`config.mk`:
```
export PLATFORM = sky130hd
export DESIGN_NAME = pcib_regif
export DESIGN_NICKNAME = d
export VERILOG_FILES = /design/src/rtl/pcib_pkg.sv /design/src/rtl/pcib_cfg_space.sv /design/src/rtl/pcib_win_regs.sv /design/src/rtl/pcib_data_port.sv /design/src/rtl/pcib_regif.sv
export SDC_FILE = /design/constraint.sdc
export NUM_CORES = 2
export LEC_CHECK = 0
export ABC_AREA = 1
export BUFFER_PORTS_ARGS = -buffer_cell sky130_fd_sc_hd__buf_2
export CAP_MARGIN = 5
export CORE_ASPECT_RATIO = 1.4
export CORE_MARGIN = 5
export CORE_UTILIZATION = 29
export CTS_BUF_LIST = sky130_fd_sc_hd__clkbuf_8
export DETAILED_ROUTE_END_ITERATION = 16
export SYNTH_ARGS = -nofsm -noshare
export SYNTH_HDL_FRONTEND = slang
export SYNTH_SLANG_ARGS = --single-unit
```
`constraint.sdc`:
```
create_clock -name clk -period 1.8 [get_ports clk]
set_input_delay 0.36 -clock clk [delete_from_list [all_inputs] [get_ports clk]]
set_output_delay 0.36 -clock clk [all_outputs]
set_load 0.005 [all_outputs]
```
`src/rtl/pcib_pkg.sv`:
```
package pcib_pkg;

   localparam int unsigned WORD_W = 32;

   // reset value of one configuration word, stored in little-endian byte order
   function automatic logic [WORD_W-1:0] cfg_reset_word(input int idx,
                                                        input logic [15:0] vendor,
                                                        input logic [15:0] device);
      logic [WORD_W-1:0] w;
      case (idx)
         0:       w = {device, vendor};
         1:       w = 32'h0290_0080;
         default: w = '0;
      endcase
      return w;
   endfunction

   function automatic logic [WORD_W-1:0] byte_swap(input logic [WORD_W-1:0] v);
      return {v[7:0], v[15:8], v[23:16], v[31:24]};
   endfunction

   typedef enum logic [2:0] {
      SEL_NONE,
      SEL_CFG,
      SEL_ADDR,
      SEL_MEM,
      SEL_IO,
      SEL_PORT
   } reg_sel_e;

endpackage

```
`src/rtl/pcib_cfg_space.sv`:
```
module pcib_cfg_space
   import pcib_pkg::*;
#(
   parameter int unsigned CFG_WORDS      = 64,
   parameter logic [15:0] VENDOR_ID      = 16'hFFFF,
   parameter logic [15:0] DEVICE_ID      = 16'hFFFF,
   parameter bit          BUS_BIG_ENDIAN = 1'b0,
   localparam int unsigned IDX_W         = $clog2(CFG_WORDS)
)(
   input  logic              clk,
   input  logic              rst_n,
   input  logic              wr_en,
   input  logic [IDX_W-1:0]  idx,
   input  logic [WORD_W-1:0] wdata,
   output logic [WORD_W-1:0] rdata
);

   if (CFG_WORDS < 2 || (CFG_WORDS & (CFG_WORDS - 1)) != 0) begin : g_bad_words
      $error("CFG_WORDS must be a power of two of at least 2");
   end

   logic [WORD_W-1:0] words [CFG_WORDS];
   logic [WORD_W-1:0] store_val;
   logic [WORD_W-1:0] raw_rd;

   assign raw_rd = words[idx];

   // local storage is always little-endian; a big-endian bus swaps on the way
   if (BUS_BIG_ENDIAN) begin : g_swap
      assign store_val = byte_swap(wdata);
      assign rdata     = byte_swap(raw_rd);
   end else begin : g_direct
      assign store_val = wdata;
      assign rdata     = raw_rd;
   end

   always_ff @(posedge clk or negedge rst_n) begin
      if (!rst_n) begin
         for (int i = 0; i < CFG_WORDS; i++) begin
            words[i] <= cfg_reset_word(i, VENDOR_ID, DEVICE_ID);
         end
      end else if (wr_en) begin
         words[idx] <= store_val;
      end
   end

endmodule

```
`src/rtl/pcib_win_regs.sv`:
```
module pcib_win_regs
   import pcib_pkg::*;
#(
   parameter int unsigned MEM_LSB   = 24,
   parameter int unsigned IO_LSB    = 18,
   parameter logic [31:0] IO_RESET  = 32'hFE24_0000,
   localparam logic [31:0] MEM_KEEP = {{(32-MEM_LSB){1'b1}}, {(MEM_LSB-1){1'b0}}, 1'b1},
   localparam logic [31:0] IO_KEEP  = {{(32-IO_LSB){1'b1}}, {(IO_LSB-1){1'b0}}, 1'b1}
)(
   input  logic              clk,
   input  logic              rst_n,
   input  logic              addr_we,
   input  logic              mem_we,
   input  logic              io_we,
   input  logic [WORD_W-1:0] wdata,
   output logic [WORD_W-1:0] cfg_addr,
   output logic [WORD_W-1:0] mem_base,
   output logic [WORD_W-1:0] io_base,
   output logic              io_remap
);

   if (MEM_LSB < 2 || MEM_LSB > 31) begin : g_bad_mem
      $error("MEM_LSB out of range");
   end
   if (IO_LSB < 2 || IO_LSB > 31) begin : g_bad_io
      $error("IO_LSB out of range");
   end

   logic io_accept;

   // a write that leaves the window where it is does nothing, enable bit included
   assign io_accept = io_we && (wdata[31:IO_LSB] != io_base[31:IO_LSB]);

   always_ff @(posedge clk or negedge rst_n) begin
      if (!rst_n) begin
         cfg_addr <= '0;
         mem_base <= '0;
         io_base  <= IO_RESET & IO_KEEP;
         io_remap <= 1'b0;
      end else begin
         io_remap <= io_accept;
         if (addr_we) cfg_addr <= wdata;
         if (mem_we)  mem_base <= wdata & MEM_KEEP;
         if (io_accept) io_base <= wdata & IO_KEEP;
      end
   end

   p_remap_moves_window_r7: assert property (@(posedge clk) disable iff (!rst_n)
      io_remap |-> (io_base[31:IO_LSB] != $past(io_base[31:IO_LSB])));

   p_base_steady_r6: assert property (@(posedge clk) disable iff (!rst_n)
      !io_remap |-> $stable(io_base));

endmodule

```
`src/rtl/pcib_data_port.sv`:
```
module pcib_data_port
   import pcib_pkg::*;
(
   input  logic              clk,
   input  logic              rst_n,
   input  logic              start,
   input  logic              start_write,
   input  logic [WORD_W-1:0] start_addr,
   input  logic [WORD_W-1:0] start_wdata,
   output logic              idle,
   output logic              done,
   output logic [WORD_W-1:0] done_rdata,
   output logic              req_valid,
   output logic              req_write,
   output logic [WORD_W-1:0] req_addr,
   output logic [WORD_W-1:0] req_wdata,
   input  logic              rsp_valid,
   input  logic [WORD_W-1:0] rsp_rdata
);

   logic busy_q;

   assign idle       = !busy_q;
   assign req_valid  = busy_q;
   assign done       = busy_q && rsp_valid;
   assign done_rdata = req_write ? '0 : rsp_rdata;

   always_ff @(posedge clk or negedge rst_n) begin
      if (!rst_n) begin
         busy_q    <= 1'b0;
         req_write <= 1'b0;
         req_addr  <= '0;
         req_wdata <= '0;
      end else if (!busy_q) begin
         if (start) begin
            busy_q    <= 1'b1;
            req_write <= start_write;
            req_addr  <= start_addr;
            req_wdata <= start_write ? start_wdata : '0;
         end
      end else if (rsp_valid) begin
         busy_q <= 1'b0;
      end
   end

   p_req_held_r8: assert property (@(posedge clk) disable iff (!rst_n)
      (req_valid && !rsp_valid) |=>
         (req_valid && $stable(req_addr) && $stable(req_write) && $stable(req_wdata)));

endmodule

```
`src/rtl/pcib_regif.sv`:
```
module pcib_regif
   import pcib_pkg::*;
#(
   parameter int unsigned ADDR_W         = 10,
   parameter int unsigned CFG_WORDS      = 64,
   parameter logic [15:0] VENDOR_ID      = 16'hFFFF,
   parameter logic [15:0] DEVICE_ID      = 16'hFFFF,
   parameter bit          BUS_BIG_ENDIAN = 1'b0,
   parameter int unsigned MEM_LSB        = 24,
   parameter int unsigned IO_LSB         = 18,
   parameter logic [31:0] IO_RESET       = 32'hFE24_0000
)(
   input  logic              clk,
   input  logic              rst_n,
   input  logic              bus_sel,
   input  logic [ADDR_W-1:0] bus_addr,
   input  logic              bus_rd,
   input  logic              bus_wr,
   input  logic [31:0]       bus_wdata,
   output logic [31:0]       bus_rdata,
   output logic              bus_ready,
   output logic              cfg_req_valid,
   output logic              cfg_req_write,
   output logic [31:0]       cfg_req_addr,
   output logic [31:0]       cfg_req_wdata,
   input  logic              cfg_rsp_valid,
   input  logic [31:0]       cfg_rsp_rdata,
   output logic [31:0]       io_base,
   output logic              io_remap
);

   localparam int unsigned IDX_W    = $clog2(CFG_WORDS);
   localparam int unsigned CFG_SPAN = CFG_WORDS * 4;
   localparam logic [ADDR_W-1:0] OFF_ADDR = ADDR_W'(12'h1C0);
   localparam logic [ADDR_W-1:0] OFF_MEM  = ADDR_W'(12'h1C4);
   localparam logic [ADDR_W-1:0] OFF_IO   = ADDR_W'(12'h1C8);
   localparam logic [ADDR_W-1:0] OFF_PORT = ADDR_W'(12'h220);

   if (ADDR_W < 10) begin : g_bad_addr
      $error("ADDR_W must cover the 0x224-byte span");
   end
   if (CFG_SPAN > 32'h1C0) begin : g_bad_span
      $error("configuration space overlaps the control registers");
   end

   reg_sel_e          sel;
   logic              strobe, is_write, is_read;
   logic              reg_strobe, port_start;
   logic [WORD_W-1:0] cfg_rdata, cfg_addr_q, mem_base_q, io_base_q;
   logic [WORD_W-1:0] reg_rd_val;
   logic              port_idle, port_done;
   logic [WORD_W-1:0] port_rdata;
   logic              ready_q;
   logic [WORD_W-1:0] rdata_q;

   // decode on the offset alone, so every alias window reaches the same registers
   always_comb begin
      if (32'(bus_addr) < CFG_SPAN && bus_addr[1:0] == 2'b00) sel = SEL_CFG;
      else if (bus_addr == OFF_ADDR) sel = SEL_ADDR;
      else if (bus_addr == OFF_MEM)  sel = SEL_MEM;
      else if (bus_addr == OFF_IO)   sel = SEL_IO;
      else if (bus_addr == OFF_PORT) sel = SEL_PORT;
      else                           sel = SEL_NONE;
   end

   assign is_write   = bus_wr;
   assign is_read    = bus_rd && !bus_wr;
   assign strobe     = bus_sel && (is_write || is_read) && port_idle;
   assign reg_strobe = strobe && (sel != SEL_PORT);
   assign port_start = strobe && (sel == SEL_PORT);

   pcib_cfg_space #(
      .CFG_WORDS      (CFG_WORDS),
      .VENDOR_ID      (VENDOR_ID),
      .DEVICE_ID      (DEVICE_ID),
      .BUS_BIG_ENDIAN (BUS_BIG_ENDIAN)
   ) cfg_i (
      .clk   (clk),
      .rst_n (rst_n),
      .wr_en (reg_strobe && is_write && sel == SEL_CFG),
      .idx   (bus_addr[2 +: IDX_W]),
      .wdata (bus_wdata),
      .rdata (cfg_rdata)
   );

   pcib_win_regs #(
      .MEM_LSB  (MEM_LSB),
      .IO_LSB   (IO_LSB),
      .IO_RESET (IO_RESET)
   ) win_i (
      .clk      (clk),
      .rst_n    (rst_n),
      .addr_we  (reg_strobe && is_write && sel == SEL_ADDR),
      .mem_we   (reg_strobe && is_write && sel == SEL_MEM),
      .io_we    (reg_strobe && is_write && sel == SEL_IO),
      .wdata    (bus_wdata),
      .cfg_addr (cfg_addr_q),
      .mem_base (mem_base_q),
      .io_base  (io_base_q),
      .io_remap (io_remap)
   );

   pcib_data_port port_i (
      .clk         (clk),
      .rst_n       (rst_n),
      .start       (port_start),
      .start_write (is_write),
      .start_addr  (cfg_addr_q),
      .start_wdata (bus_wdata),
      .idle        (port_idle),
      .done        (port_done),
      .done_rdata  (port_rdata),
      .req_valid   (cfg_req_valid),
      .req_write   (cfg_req_write),
      .req_addr    (cfg_req_addr),
      .req_wdata   (cfg_req_wdata),
      .rsp_valid   (cfg_rsp_valid),
      .rsp_rdata   (cfg_rsp_rdata)
   );

   always_comb begin
      case (sel)
         SEL_CFG:  reg_rd_val = cfg_rdata;
         SEL_ADDR: reg_rd_val = cfg_addr_q;
         SEL_MEM:  reg_rd_val = mem_base_q;
         SEL_IO:   reg_rd_val = io_base_q;
         default:  reg_rd_val = '0;
      endcase
   end

   always_ff @(posedge clk or negedge rst_n) begin
      if (!rst_n) begin
         ready_q <= 1'b0;
         rdata_q <= '0;
      end else begin
         ready_q <= reg_strobe || port_done;
         if (port_done)                 rdata_q <= port_rdata;
         else if (reg_strobe && is_read) rdata_q <= reg_rd_val;
         else                           rdata_q <= '0;
      end
   end

   assign bus_ready = ready_q;
   assign bus_rdata = rdata_q;
   assign io_base   = io_base_q;

   p_port_ready_r8: assert property (@(posedge clk) disable iff (!rst_n)
      (cfg_req_valid && cfg_rsp_valid) |=> bus_ready);

   p_ready_pulse_r11: assert property (@(posedge clk) disable iff (!rst_n)
      bus_ready |=> !bus_ready);

   p_remap_with_ready_r7: assert property (@(posedge clk) disable iff (!rst_n)
      io_remap |-> bus_ready);

endmodule

```
# After elaboration in Yosys (flattened, before gate mapping)
# Index checks and enable logic that the tools add are counted.
[totals]
in_bits = 80
output_inout_bits = 132
regBits = 2204
[classes]
n_reduce_logical = 21
mux = 19
eq_ne = 11
n_lt_le_gt_ge = 3
n_bitwise = 2
[ops]
columns = ["operator", "count"]
rows = [
  ["$bwmux W2048", 1],
  ["$mux W32", 7],
  ["$bmux W32 S6", 1],
  ["$demux W32 S6", 1],
  ["$pmux W32 S4", 1],
  ["$eq A10 B9 Y1 const B", 3],
  ["$logic_and A1 B1 Y1", 15],
  ["$mux W3", 5],
  ["$ne A14 B14 Y1", 1],
  ["$eq A10 B10 Y1 const B", 1],
  ["$lt A10 B9 Y1 const B", 1],
  ["$ge A7 B7 Y1 const B", 1],
  ["$lt A7 B1 Y1 const B", 1],
  ["$not A6 Y7", 1],
  ["$eq A3 B2 Y1 const B", 2],
  ["$eq A3 B3 Y1 const B", 2],
  ["$eq A3 B1 Y1 const B", 1],
  ["$mux W1", 3],
  ["$ne A3 B3 Y1 const B", 1],
  ["$logic_not A1 Y1", 2],
  ["$logic_not A2 Y1", 1],
  ["$logic_or A1 B1 Y1", 2],
  ["$reduce_and A2 Y1", 1],
  ["$not A1 Y1", 1],
]

# Depth between registers and ports, before layout
[logic_depth]
ltp_word = 11
mapped_depth = 17
ltp_nobuf = 14

# Cells and area by module
# Synthesis repeated with hierarchy kept, for this count alone.
[hier_totals]
hier_cells = 14329
hier_area_um2 = 104641.6
[by_module_without_submodules]
columns = ["module", "area_each_um2", "cells_per_inst", "n_inst"]
rows = [
  ["pcib_cfg_space", 96083.4, 13129, 1],
  ["pcib_data_port", 3067.9, 421, 1],
  ["pcib_regif", 2768.9, 493, 1],
  ["pcib_win_regs", 2721.4, 286, 1],
]

# Least setup slack after synthesis
# OpenSTA, ideal clock, no wires.
[synth_timing]
path_type = "in2reg"
startpoint = "in bus_addr[3]"
endpoint = "reg cfg_i.words[1906] (netlist bit)"
t_arrival_ns = 1.825
setup_slack_ns = -0.161
stages = 9
path_buffers = 5
path_cell_list = "buf_4 -> nor2_1 -> buf_2 -> buf_4 -> buf_2 -> nand4_2 -> clkbuf_1 -> nand2_1 -> o21ai_0"
[synth_between]
elab_chain_cells = 10
[synth_rtl]
columns = ["element", "line", "rtl"]
rows = [
  ["from (decl)", "pcib_regif.sv:16", "input logic [ADDR_W-1:0] bus_addr,"],
  ["$eq A10 B10 Y1", "pcib_regif.sv:62", "else if (bus_addr == OFF_PORT) sel = SEL_PORT;"],
  ["$mux W3", "pcib_regif.sv:62", ""],
  ["$mux W3", "pcib_regif.sv:61", "else if (bus_addr == OFF_IO) sel = SEL_IO;"],
  ["$mux W3", "pcib_regif.sv:60", "else if (bus_addr == OFF_MEM) sel = SEL_MEM;"],
  ["$mux W3", "pcib_regif.sv:59", "else if (bus_addr == OFF_ADDR) sel = SEL_ADDR;"],
  ["$mux W3", "pcib_regif.sv:58", "if (32'(bus_addr) < CFG_SPAN && bus_addr[1:0] == 2'b00) sel = SEL_CFG;"],
  ["$ne A3 B3 Y1", "pcib_regif.sv:69", "assign reg_strobe = strobe && (sel != SEL_PORT);"],
  ["$logic_and A1 B1 Y1", "pcib_regif.sv:69", ""],
  ["$logic_and A1 B1 Y1 (2 in a row)", "pcib_regif.sv:80", ".wr_en (reg_strobe && is_write && sel == SEL_CFG),"],
  ["to (signal, indexed assignment)", "pcib_cfg_space.sv:40", "words[i] <= cfg_reset_word(i, VENDOR_ID, DEVICE_ID);"],
  ["to (signal, indexed assignment)", "pcib_cfg_space.sv:43", "words[idx] <= store_val;"],
  ["to (decl)", "pcib_cfg_space.sv:22", "logic [WORD_W-1:0] words [CFG_WORDS];"],
]
# Parallel ways exist; a longest one is shown, timed or not.
# A chain may end at the register's enable or synchronous reset.

# Final worst setup path
[layout_timing]
startpoint = "reg port_i.busy_q, in the netlist port_i.req_valid"
endpoint = "reg cfg_i.words[644] (netlist bit)"
[layout_between]
elab_chain_cells = 5
[layout_rtl]
columns = ["element", "line", "rtl"]
rows = [
  ["from (decl)", "pcib_data_port.sv:21", "logic busy_q;"],
  ["from (signal assigned)", "pcib_data_port.sv:30", "busy_q <= 1'b0;"],
  ["from (signal assigned)", "pcib_data_port.sv:36", "busy_q <= 1'b1;"],
  ["from (signal assigned)", "pcib_data_port.sv:42", "busy_q <= 1'b0;"],
  ["$logic_not A1 Y1", "-", ""],
  ["$logic_and A1 B1 Y1", "pcib_regif.sv:68", "assign strobe = bus_sel && (is_write || is_read) && port_idle;"],
  ["$logic_and A1 B1 Y1", "pcib_regif.sv:69", ""],
  ["$logic_and A1 B1 Y1 (2 in a row)", "pcib_regif.sv:80", ""],
]
# No other way between the ends.

==> impl_metrics.ini <==
[status]
status = finished, violations left
violations = setup timing

[setup_path]
crit_path_end_kind = flip-flop
startpoint = port_i.req_valid
slowest_delay_ns = 0.39
cpMostUsedCell = buf_12
critPathLaunchType = flip-flop
cp_data_arrival_time_ns = 3.11
rrSetupSlack_ns = -0.47
critPathKind = reg -> reg
crit_chain = inv_2, nand2_2, nor2_4, nand3_4, nor2_8, buf_12, buf_4, buf_12, nand4_4, buf_12, clkbuf_16, nand2_1, o21ai_1
critPathRequiredTime_ns = 2.64
timing.rr.end = cfg_i.words[644]
r2r-start = port_i.req_valid
slowest_stage = dfrtp_1
worstPathMaxFanout = 8
rr_worst_depth = 13

[route]
drtPass1Iterations = 6
wl_per_cell_um = 22.2
wl_um = 401000
drt_iter0_markers = 8803
ant_nets = 0
viasPerCell = 5.04
route.detailed.drc = 0
vias = 91018

[final_layout]
final_util = 0.364
drive_above_1_share = 0.166
num-nets-final = 13246
syn2layout_area_growth_pct = 25.3

[clocking]
clock_path_buffers = 4
htreeDepth = 5
clk_pin_slew_ns = 0.07
clkLatencyLatePin_ns = 1.04
cts_buffers = 330
cts_root_buf = clkbuf_8
cts.sinks = 2204
cts_tree = built

[synthesis]
syn_area_per_cell_um2 = 8.04
synth.distinct_cells = 41
netlist_area_um2 = 101000
synth_top_family_by_area = simple AND/OR/NAND/NOR gates
yosysWarnings = 0
synth_compound_area_frac = 0.119
synthMuxAreaShare = 0
synth_fa_ha_area_frac = 0
synth_cells = 12553
async_flop_share = 1.00
synthFlopType = dfrtp_1
synth_edf_count = 0
synth_seq_cells = 2204
yosys.area_share.xor_xnor = 0.000260
yosys.area_share.simple = 0.266
yosysSeqAreaShare = 0.547

[floorplanning]
num_rows = 256
die_area_um2 = 360000
die_h_um = 708
core_um2 = 347000
io_pins = 212
start_util = 0.291
die_x_um = 508

[global_routing]
overflow = 0
grt_pass1_vias = 86707
grt_pass1_wl_um = 570000
antenna_found_initial = 7
grt_max_degree = 129
grt.total_usage = 0.207

[place]
place_congestion = 0.868
io_buffers = 194
dp_hpwl_um = 243000

[sta]
fin_crit_sh = 1.26
slew_headroom = 0.440
timing.hold.ws_ns = 0.100
finalClockSkew_ns = 0.0890
fmax_mhz = 441
drv_slew = 0
setup_viol = 2653
worst_pin_slew_ns = 0.837
rsz0062_at_grt = true
hold_violations = 0
layout_setup_ws_ns = -0.470
min_period_ns = 2.27

[power_and_ir_drop]
ir_worst_vdd_uv = 563
pwr-share-clk = 0.415
seq_power_share = 0.491
power_switching_share = 0.271
power_density_nw_per_um2 = 806
internal-power_mw = 74.3
p_leak_nw = 58.4
p_switching_mw = 27.6
p_comb_frac = 0.095

[flow_run]
drv_cap = 0

[worst_hold_path]
hp-class = in -> async
==> per-layer routing <==
layer  track usage  vias to the layer above  part of all wire
met3        0.0282                     1156             0.068
met5             0                        -          0.000070
met1         0.248                    44207              0.38
met4         0.118                        4             0.079
li1              -                    41867                 -
met2         0.354                     3784              0.48
==> flip-flops by register name, summed over array words and instances (netlist names) <==
signal / count
port_i.req_write: 1
bus_ready: 1
cfg_i.words: 2048
win_i.mem_base: 9
port_i.req_addr: 32
bus_rdata: 32
port_i.req_wdata: 32
port_i.req_valid: 1
win_i.cfg_addr: 32
win_i.io_remap: 1
win_i.io_base: 15
==> synthesized netlist by cell type (5+ instances only) <==
cell      instances  area (µm²)
inv_1           520        1950
o211ai_1          5        37.5
nor2_1          905        3400
o22ai_1          12        75.1
clkbuf_1        504        1890
nor3_1           13        65.1
o21ai_0         786        3930
nand3_1        1141        5710
nand4_1          69         432
nand4_4          44         936
buf_4            29         218
o21ai_1        1512        7570
buf_2           454        2270
dfstp_2          45        1180
buf_1            69         259
inv_2             7        26.3
a21oi_1          83         415
or2_2            78         488
nor2_2            7        43.8
nand3_4          17         298
dfrtp_1        2159       54000
nand2_1        4054       15200
==> layout by cell type, fill, tap and decap left out, drive strengths merged <==
cell type,instances
nand2,4058
o21ai,2298
dfrtp,2159
buf,1180
nand3,1160
nor2,917
inv,648
clkbuf,473
nand4,117
dlygate4sd3,97
a21oi,83
or2,79
dfstp,45
clkinv,30
conb,17
nor3,14
o22ai,12
clkinvlp,12
diode,8
o211ai,5
o21bai,3
xnor2,3
bufbuf,3
nor4,2
bufinv,2
and3,1
nor3b,1
nand3b,1
==> power groups by stage <==
stage / Clock (mW) / Sequential (mW) / Combinational, mW
6_report: 42.3 / 50.0 / 9.63
5_1_grt: 45.0 / 50.0 / 10.3
4_1_cts: 43.0 / 50.0 / 9.52
3_5_place_dp: 0 / 50.9 / 9.30
3_3_place_gp: 0 / 50.9 / 9.29
2_1_floorplan: 0 / 50.9 / 3.95
==> cell families (layout without fill, tap and decap cells) <==
kind of cell           Yosys count  count (layout)
buffers and inverters         1594            2445
flip-flops                    2204            2204
AO/OA/AOI/OAI                 2401            2401
other                            1              25
AND/OR/NAND/NOR               6350            6350
XOR/XNOR                         3               3
==> per-stage QoR <==
stage,std cells,power (mW),setup slack (ns),TNS [ns],area [µm²]
3_5_place_dp,17214,60.2,-0.980,-1416.06,114000
5_1_grt,18067,105,-0.586,-774.90,126000
2_1_floorplan,12569,54.8,-0.0920,-116.91,102000
6_report,18072,102,-0.470,-602.81,126000
4_1_cts,17970,102,-0.402,-520.07,123000
3_3_place_gp,17214,60.2,-0.951,-1368.47,114000
==> worst max-delay path, delay by kind of cell, from the launching register on <==
family | cells | cell delay (ns)
and+or+nand+nor | 6 | 0.72
DFF | 1 | 0.39
buffers and inverters | 6 | 0.86
AOI/OAI and AO/OA | 1 | 0.08
==> timing repair <==
item / in CTS / in global routing
hold endpoints to repair: 4073 / 0
hold buffers: 97 / 0
cloned: 32 / 65
resized for setup: 170 / 356
buffers inserted: 46 / 38
pin swaps: 5 / 6
endpoints found under the setup margin: 2277 / 2645
==> final cells by class <==
class	count	area, µm²
diodes	8	20.0
clock buffers	424	5840
clock inverters	162	787
fillers	35371	221000
inverters	530	2020
multi-input cells	8771	40200
flip-flops and latches	2204	55200
well taps	4644	5810
repair buffers	1329	16400
==> how the worst max path moves through the flow <==
stage                  endpoint  slack (ns)  depth (start not counted)
2_1_floorplan  cfg_i.words[761]       -0.09                         12
3_3_place_gp      bus_rdata[17]       -0.95                         16
3_5_place_dp      bus_rdata[17]       -0.98                         16
4_1_cts             io_base[31]       -0.40                          2
5_1_grt        cfg_i.words[644]       -0.59                         13
6_report       cfg_i.words[644]       -0.47                         13
Power figures use the tool's default switching activity.
